## src/rtl/jk_shift_pkg.sv

```systemverilog
package jk_shift_pkg;
  typedef enum logic [1:0] {
    ENT_CLEAR  = 2'b00,
    ENT_HOLD   = 2'b01,
    ENT_TOGGLE = 2'b10,
    ENT_SET    = 2'b11
  } ent_action_e;

  function automatic ent_action_e decode_entry(input logic j, input logic kn);
    return ent_action_e'({j, kn});
  endfunction
endpackage

```

## src/rtl/jk_entry.sv

```systemverilog
module jk_entry
  import jk_shift_pkg::*;
(
  input  logic clk,
  input  logic rst,
  input  logic serial_en,
  input  logic j,
  input  logic kn,
  input  logic cur,
  output logic nxt
);
  ent_action_e act;

  always_comb begin
    act = decode_entry(j, kn);
    unique case (act)
      ENT_CLEAR:  nxt = 1'b0;
      ENT_HOLD:   nxt = cur;
      ENT_TOGGLE: nxt = ~cur;
      ENT_SET:    nxt = 1'b1;
      default:    nxt = cur;
    endcase
  end


  ent_hold_chk: assert property (@(posedge clk) disable iff (rst)
    (serial_en && !j && kn) |=> (cur == $past(cur)));

  ent_toggle_chk: assert property (@(posedge clk) disable iff (rst)
    (serial_en && j && !kn) |=> (cur != $past(cur)));

  ent_tied_chk: assert property (@(posedge clk) disable iff (rst)
    (serial_en && (j == kn)) |=> (cur == $past(j)));
endmodule

```

## src/rtl/stage_chain.sv

```systemverilog
module stage_chain #(
  parameter int STAGES = 4
) (
  input  logic              clk,
  input  logic              rst,
  input  logic              load_sel,
  input  logic [STAGES-1:0] load_word,
  input  logic              head_nxt,
  output logic [STAGES-1:0] q
);
  localparam int LAST = STAGES - 1;

  generate
    for (genvar i = 0; i < STAGES; i++) begin : g_stage
      logic d;
      if (i == 0) begin : g_head
        assign d = load_sel ? load_word[0] : head_nxt;
      end else begin : g_body
        assign d = load_sel ? load_word[i] : q[i-1];
      end
      always_ff @(posedge clk or posedge rst) begin
        if (rst) q[i] <= 1'b0;
        else     q[i] <= d;
      end
    end
  endgenerate


  par_load_chk: assert property (@(posedge clk) disable iff (rst)
    load_sel |=> (q == $past(load_word)));

  shift_move_chk: assert property (@(posedge clk) disable iff (rst)
    !load_sel |=> (q[LAST:1] == $past(q[LAST-1:0])));

  reset_hold_chk: assert property (@(posedge clk)
    rst |=> (q == '0));
endmodule

```

## src/rtl/out_polarity.sv

```systemverilog
module out_polarity #(
  parameter int STAGES = 4
) (
  input  logic              out_true,
  input  logic [STAGES-1:0] q,
  output logic [STAGES-1:0] q_out
);
  localparam logic [STAGES-1:0] ALL_ONES = '1;

  always_comb q_out = out_true ? q : (q ^ ALL_ONES);
endmodule

```

## src/rtl/jk_shift_reg.sv

```systemverilog
module jk_shift_reg #(
  parameter int STAGES = 4
) (
  input  logic              clk,
  input  logic              rst,
  input  logic              load_sel,
  input  logic [STAGES-1:0] load_word,
  input  logic              ent_j,
  input  logic              ent_kn,
  input  logic              out_true,
  output logic [STAGES-1:0] q_out
);
  logic [STAGES-1:0] q_state;
  logic              head_nxt;

  jk_entry u_entry (
    .clk       (clk),
    .rst       (rst),
    .serial_en (!load_sel),
    .j         (ent_j),
    .kn        (ent_kn),
    .cur       (q_state[0]),
    .nxt       (head_nxt)
  );

  stage_chain #(.STAGES(STAGES)) u_chain (
    .clk       (clk),
    .rst       (rst),
    .load_sel  (load_sel),
    .load_word (load_word),
    .head_nxt  (head_nxt),
    .q         (q_state)
  );

  out_polarity #(.STAGES(STAGES)) u_pol (
    .out_true (out_true),
    .q        (q_state),
    .q_out    (q_out)
  );


  polarity_chk: assert property (@(posedge clk) disable iff (rst)
    ($countones(q_out ^ q_state) == (out_true ? 0 : STAGES)));

  ent_force_chk: assert property (@(posedge clk) disable iff (rst)
    (!load_sel && (ent_j == ent_kn)) |=> (q_state[0] == $past(ent_j)));
endmodule

```

## config.mk

```make
export PLATFORM = sky130hd
export DESIGN_NAME = jk_shift_reg
export DESIGN_NICKNAME = d
export VERILOG_FILES = /design/src/rtl/jk_shift_pkg.sv /design/src/rtl/jk_entry.sv /design/src/rtl/stage_chain.sv /design/src/rtl/out_polarity.sv /design/src/rtl/jk_shift_reg.sv
export SDC_FILE = /design/constraint.sdc
export NUM_CORES = 1
export LEC_CHECK = 0
export BUFFER_PORTS_ARGS = -buffer_cell sky130_fd_sc_hd__buf_2
export CELL_PAD_IN_SITES_DETAIL_PLACEMENT = 2
export CELL_PAD_IN_SITES_GLOBAL_PLACEMENT = 2
export CORE_AREA = 5 5 42 44
export DETAILED_ROUTE_END_ITERATION = 10
export DIE_AREA = 0 0 47 49
export PLACE_DENSITY = 0.62
export RECOVER_POWER = 50
export SYNTH_ARGS = -nofsm -noshare
export SYNTH_HDL_FRONTEND = slang
export SYNTH_SLANG_ARGS = --single-unit
```

## constraint.sdc

```tcl
create_clock -name clk -period 0.8 [get_ports clk]
set_input_delay 0.2 -clock clk [delete_from_list [all_inputs] [get_ports clk]]
set_output_delay 0.2 -clock clk [all_outputs]
set_load 0.01 [all_outputs]
```

==> impl_metrics.prom <==
# TYPE chip_impl_metric gauge
chip_impl_metric{name="clk_latency",unit="ps"} 230
chip_impl_metric{name="route.detailed.wl_per_inst",unit="um"} 11.2
chip_impl_metric{name="ys_seq_area_frac",unit=""} 0.510
chip_impl_metric{name="clock.fmax",unit="MHz"} 908
chip_impl_metric{name="worstPathMaxFanout",unit=""} 2
chip_impl_metric{name="arrival",unit="ps"} 900
chip_impl_metric{name="number_of_synthesized_flops_with_an_enable_pin",unit=""} 0
chip_impl_info{name="setup.worst_path.start_class",value="flop"} 1
chip_impl_info{name="cpMaxStageDelayCell",value="dfrtp_1"} 1
chip_impl_metric{name="synth_seq_cells",unit=""} 4
chip_impl_metric{name="report.final.slew_viol_count",unit=""} 0
chip_impl_metric{name="final_cell_count_no_fill",unit=""} 49
chip_impl_metric{name="synth_area",unit="um2"} 196
chip_impl_metric{name="global_route.usage.met3",unit=""} 0.0332
chip_impl_info{name="cp_top_family",value="flip-flops"} 1
chip_impl_metric{name="clock_skew",unit="ps"} 5.96
chip_impl_metric{name="route.vias.total",unit=""} 185
chip_impl_metric{name="die_width",unit="um"} 47
chip_impl_metric{name="synth_top_area_share",unit=""} 0.510
chip_impl_metric{name="detail-route-antenna-nets",unit=""} 0
chip_impl_metric{name="max_slew_margin",unit=""} 0.914
chip_impl_metric{name="placed_cell_area",unit="um2"} 292
chip_impl_metric{name="cts_resized",unit=""} 0
chip_impl_metric{name="design.final.nets",unit=""} 45
chip_impl_info{name="worstPathCellList",value="xnor2_2 > buf_2"} 1
chip_impl_metric{name="clock_tree.buffer_depth",unit=""} 2
chip_impl_metric{name="all_layer_gr_usage",unit=""} 0.0621
chip_impl_info{name="unrepaired_setup_endpoints_after_global_routing",value="true"} 1
chip_impl_metric{name="port_buffers",unit=""} 13
chip_impl_metric{name="placementRows",unit=""} 14
chip_impl_metric{name="detail_route.drc_violations",unit=""} 0
chip_impl_metric{name="period_utilization",unit=""} 1.38
chip_impl_metric{name="hold_slack",unit="ps"} 182
chip_impl_metric{name="die_h",unit="um"} 49
chip_impl_metric{name="detailedRoute.firstPassIterationCount",unit=""} 1
chip_impl_metric{name="met1_usage",unit=""} 0.0621
chip_impl_info{name="synth.top_cells.by_count",value="dfrtp_1, xnor2_1, mux2_2"} 1
chip_impl_metric{name="synthesis.nets",unit=""} 26
chip_impl_metric{name="grt.met2_usage",unit=""} 0.0950
chip_impl_metric{name="critical_path.max_stage_delay",unit="ps"} 400
chip_impl_metric{name="synth_cell_types",unit=""} 8
chip_impl_metric{name="fp.coreArea",unit="um2"} 1400
chip_impl_metric{name="crit_required",unit="ps"} 600
chip_impl_metric{name="number_of_antenna_violations_at_the_first_check_in_global_routing",unit=""} 0
chip_impl_metric{name="yosysWarnings",unit=""} 0
chip_impl_info{name="netlist.top_cell.by_area",value="dfrtp_1"} 1
chip_impl_metric{name="tritoncts_num_sinks",unit=""} 4
chip_impl_info{name="cts.root.buffer_cell",value="clkbuf_4"} 1
chip_impl_info{name="violations",value="setup timing"} 1
chip_impl_metric{name="drt-total-wl",unit="um"} 547
chip_impl_metric{name="ios",unit=""} 14
chip_impl_metric{name="gp_congestion",unit=""} 0.709
chip_impl_metric{name="finalWorstPathRequiredPeriod",unit="ps"} 1100
chip_impl_metric{name="initial_core_util",unit=""} 0.140
chip_impl_metric{name="maxCapViolations",unit=""} 0
chip_impl_metric{name="clock_tree.htree_level_count",unit=""} 1
chip_impl_info{name="yosys-top-cells-area",value="dfrtp_1, xnor2_1, mux2_2"} 1
chip_impl_info{name="status",value="complete, but fails checks"} 1
chip_impl_metric{name="largest_net_degree_at_the_start_of_global_routing",unit=""} 6
chip_impl_info{name="dominantRegCellSynth",value="dfrtp_1"} 1
chip_impl_metric{name="finalInstanceArea",unit="um2"} 332
chip_impl_metric{name="grt_overflow",unit=""} 0
chip_impl_metric{name="placed_cells_incl_taps",unit=""} 44
chip_impl_metric{name="placement.setup.worst_slack",unit="ps"} -116
chip_impl_metric{name="syn_inst",unit=""} 16
chip_impl_metric{name="setup-violations-final",unit=""} 6
chip_impl_metric{name="largest_register_ff_count",unit=""} 4
chip_impl_metric{name="vdd_drop_max",unit="uV"} 413
chip_impl_metric{name="cts_clock_pin_slew_for_the_worst_setup_and_hold_paths",unit="ps"} 40
chip_impl_metric{name="drt-vias-per-instance",unit=""} 3.78
chip_impl_metric{name="power.density",unit="nW/um2"} 1930
chip_impl_metric{name="worst_slew_pin_slew",unit="ps"} 125
chip_impl_metric{name="dieArea",unit="um2"} 2300
chip_impl_metric{name="grt_pass1_wl",unit="um"} 1000
chip_impl_metric{name="p_r_area_growth_vs_syn",unit="%"} 68.8
chip_impl_metric{name="cts_made_buffers",unit=""} 3
chip_impl_metric{name="n_antenna_cell",unit=""} 0
chip_impl_metric{name="static_leakage",unit="nW"} 0.167
chip_impl_metric{name="synthArstFlopShare",unit=""} 1.00
chip_impl_info{name="timing_worst_setup_path_type",value="flop to output pin"} 1
chip_impl_metric{name="grt_pass1_vias",unit=""} 235
chip_impl_metric{name="cp_num_buf_inv",unit=""} 1
chip_impl_metric{name="finalWorstSetupSlack",unit="ps"} -302
chip_impl_info{name="grt_busiest_layer",value="met2"} 1
chip_impl_info{name="max_flop_register",value="u_chain.q"} 1
chip_impl_info{name="cts_tree",value="done"} 1
chip_impl_info{name="hold_class",value="input port to flop"} 1
chip_impl_metric{name="final_layout_size_suffix_gt1_frac",unit=""} 0.667
chip_impl_metric{name="initialDrtViolationCount",unit=""} 0
chip_impl_info{name="layout_top_registers",value="u_chain.q (4)"} 1
chip_impl_metric{name="timing.final.hold_violations",unit=""} 0
chip_impl_info{name="worstSetupEndpointType",value="output pin"} 1
chip_impl_metric{name="synth_area_per_cell",unit="um2"} 12.3
per-stage QoR:
step | power, mW | TNS (ps) | utilization
floorplan | 0.325 | -21.1 | -
finish | 0.641 | -1400 | 0.237
CTS | 0.674 | -1530 | 0.237
global route | 0.694 | -1770 | 0.237
global placement | 0.380 | -244 | 0.208
detailed placement | 0.390 | -444 | 0.208
cell usage in the layout (no fill, tap or decap), drive strengths merged:
| cell type | n |
|---|---|
| buf | 14 |
| dfrtp | 4 |
| nand2 | 1 |
| mux2 | 3 |
| mux2i | 1 |
| xnor2 | 4 |
| inv | 1 |
| o21ai | 1 |
| clkbuf | 3 |
| dlygate4sd3 | 1 |
final cells by class:
cell class	instances	area, um2
Tap cell	16	20.0
Fill cell	174	1070
Clock buffer	3	22.5
Inverter	1	3.75
Multi-Input combinational cell	10	103
Timing Repair Buffer	15	82.6
Sequential cell	4	100
worst paths after layout:
kind | startpoint | endpoint | slack (ps) | depth (start not counted)
hold / removal | load_word[0] | u_chain.q[0]$_DFFE_PP0P_ | 180 | 3
hold reg to reg | u_chain.q[2]$_DFF_PP0_ | u_chain.q[3]$_DFF_PP0_ | 540 | 1
min in group asynchronous | rst | u_chain.q[0]$_DFFE_PP0P_ | 390 | 3
setup / recovery | u_chain.q[0]$_DFFE_PP0P_ | q_out[0] | -300 | 2
max in group asynchronous | rst | u_chain.q[3]$_DFF_PP0_ | 260 | 3
setup reg to reg | u_chain.q[0]$_DFFE_PP0P_ | u_chain.q[1]$_DFF_PP0_ | -140 | 2
logic make-up after synthesis:
group                  count (synthesis)  share of synthesized area
AO/OA/AOI/OAI                          1                     0.0255
buffers and inverters                  2                     0.0445
AND/OR/NAND/NOR                        1                     0.0191
multiplexers                           4                      0.223
flip-flops                             4                      0.510
XOR/XNOR                               4                      0.178
metal layers:
layer | up-vias | wire length [um]
met5 | - | 0
met4 | 0 | 0
met3 | 0 | 108
met2 | 13 | 254
met1 | 86 | 184
li1 | 86 | -
report_power, final:
| part | leakage [nW] | internal, mW | switching, mW |
|---|---|---|---|
| registers | 0.0472 | 0.223 | 0.0155 |
| logic | 0.106 | 0.0898 | 0.0644 |
| clock network | 0.0138 | 0.168 | 0.0807 |
tightest hold or removal path: stages:
cell     delay [ps]
buf_2            70
nand2_1          40
o21ai_1          60
repair_timing:
action	in CTS	in global routing
hold endpoints to repair	4	0
hold buffers	1	0
pin swaps	4	0
buffers inserted	1	0
setup endpoints to repair	6	7
Power figures use the tool's default switching activity.
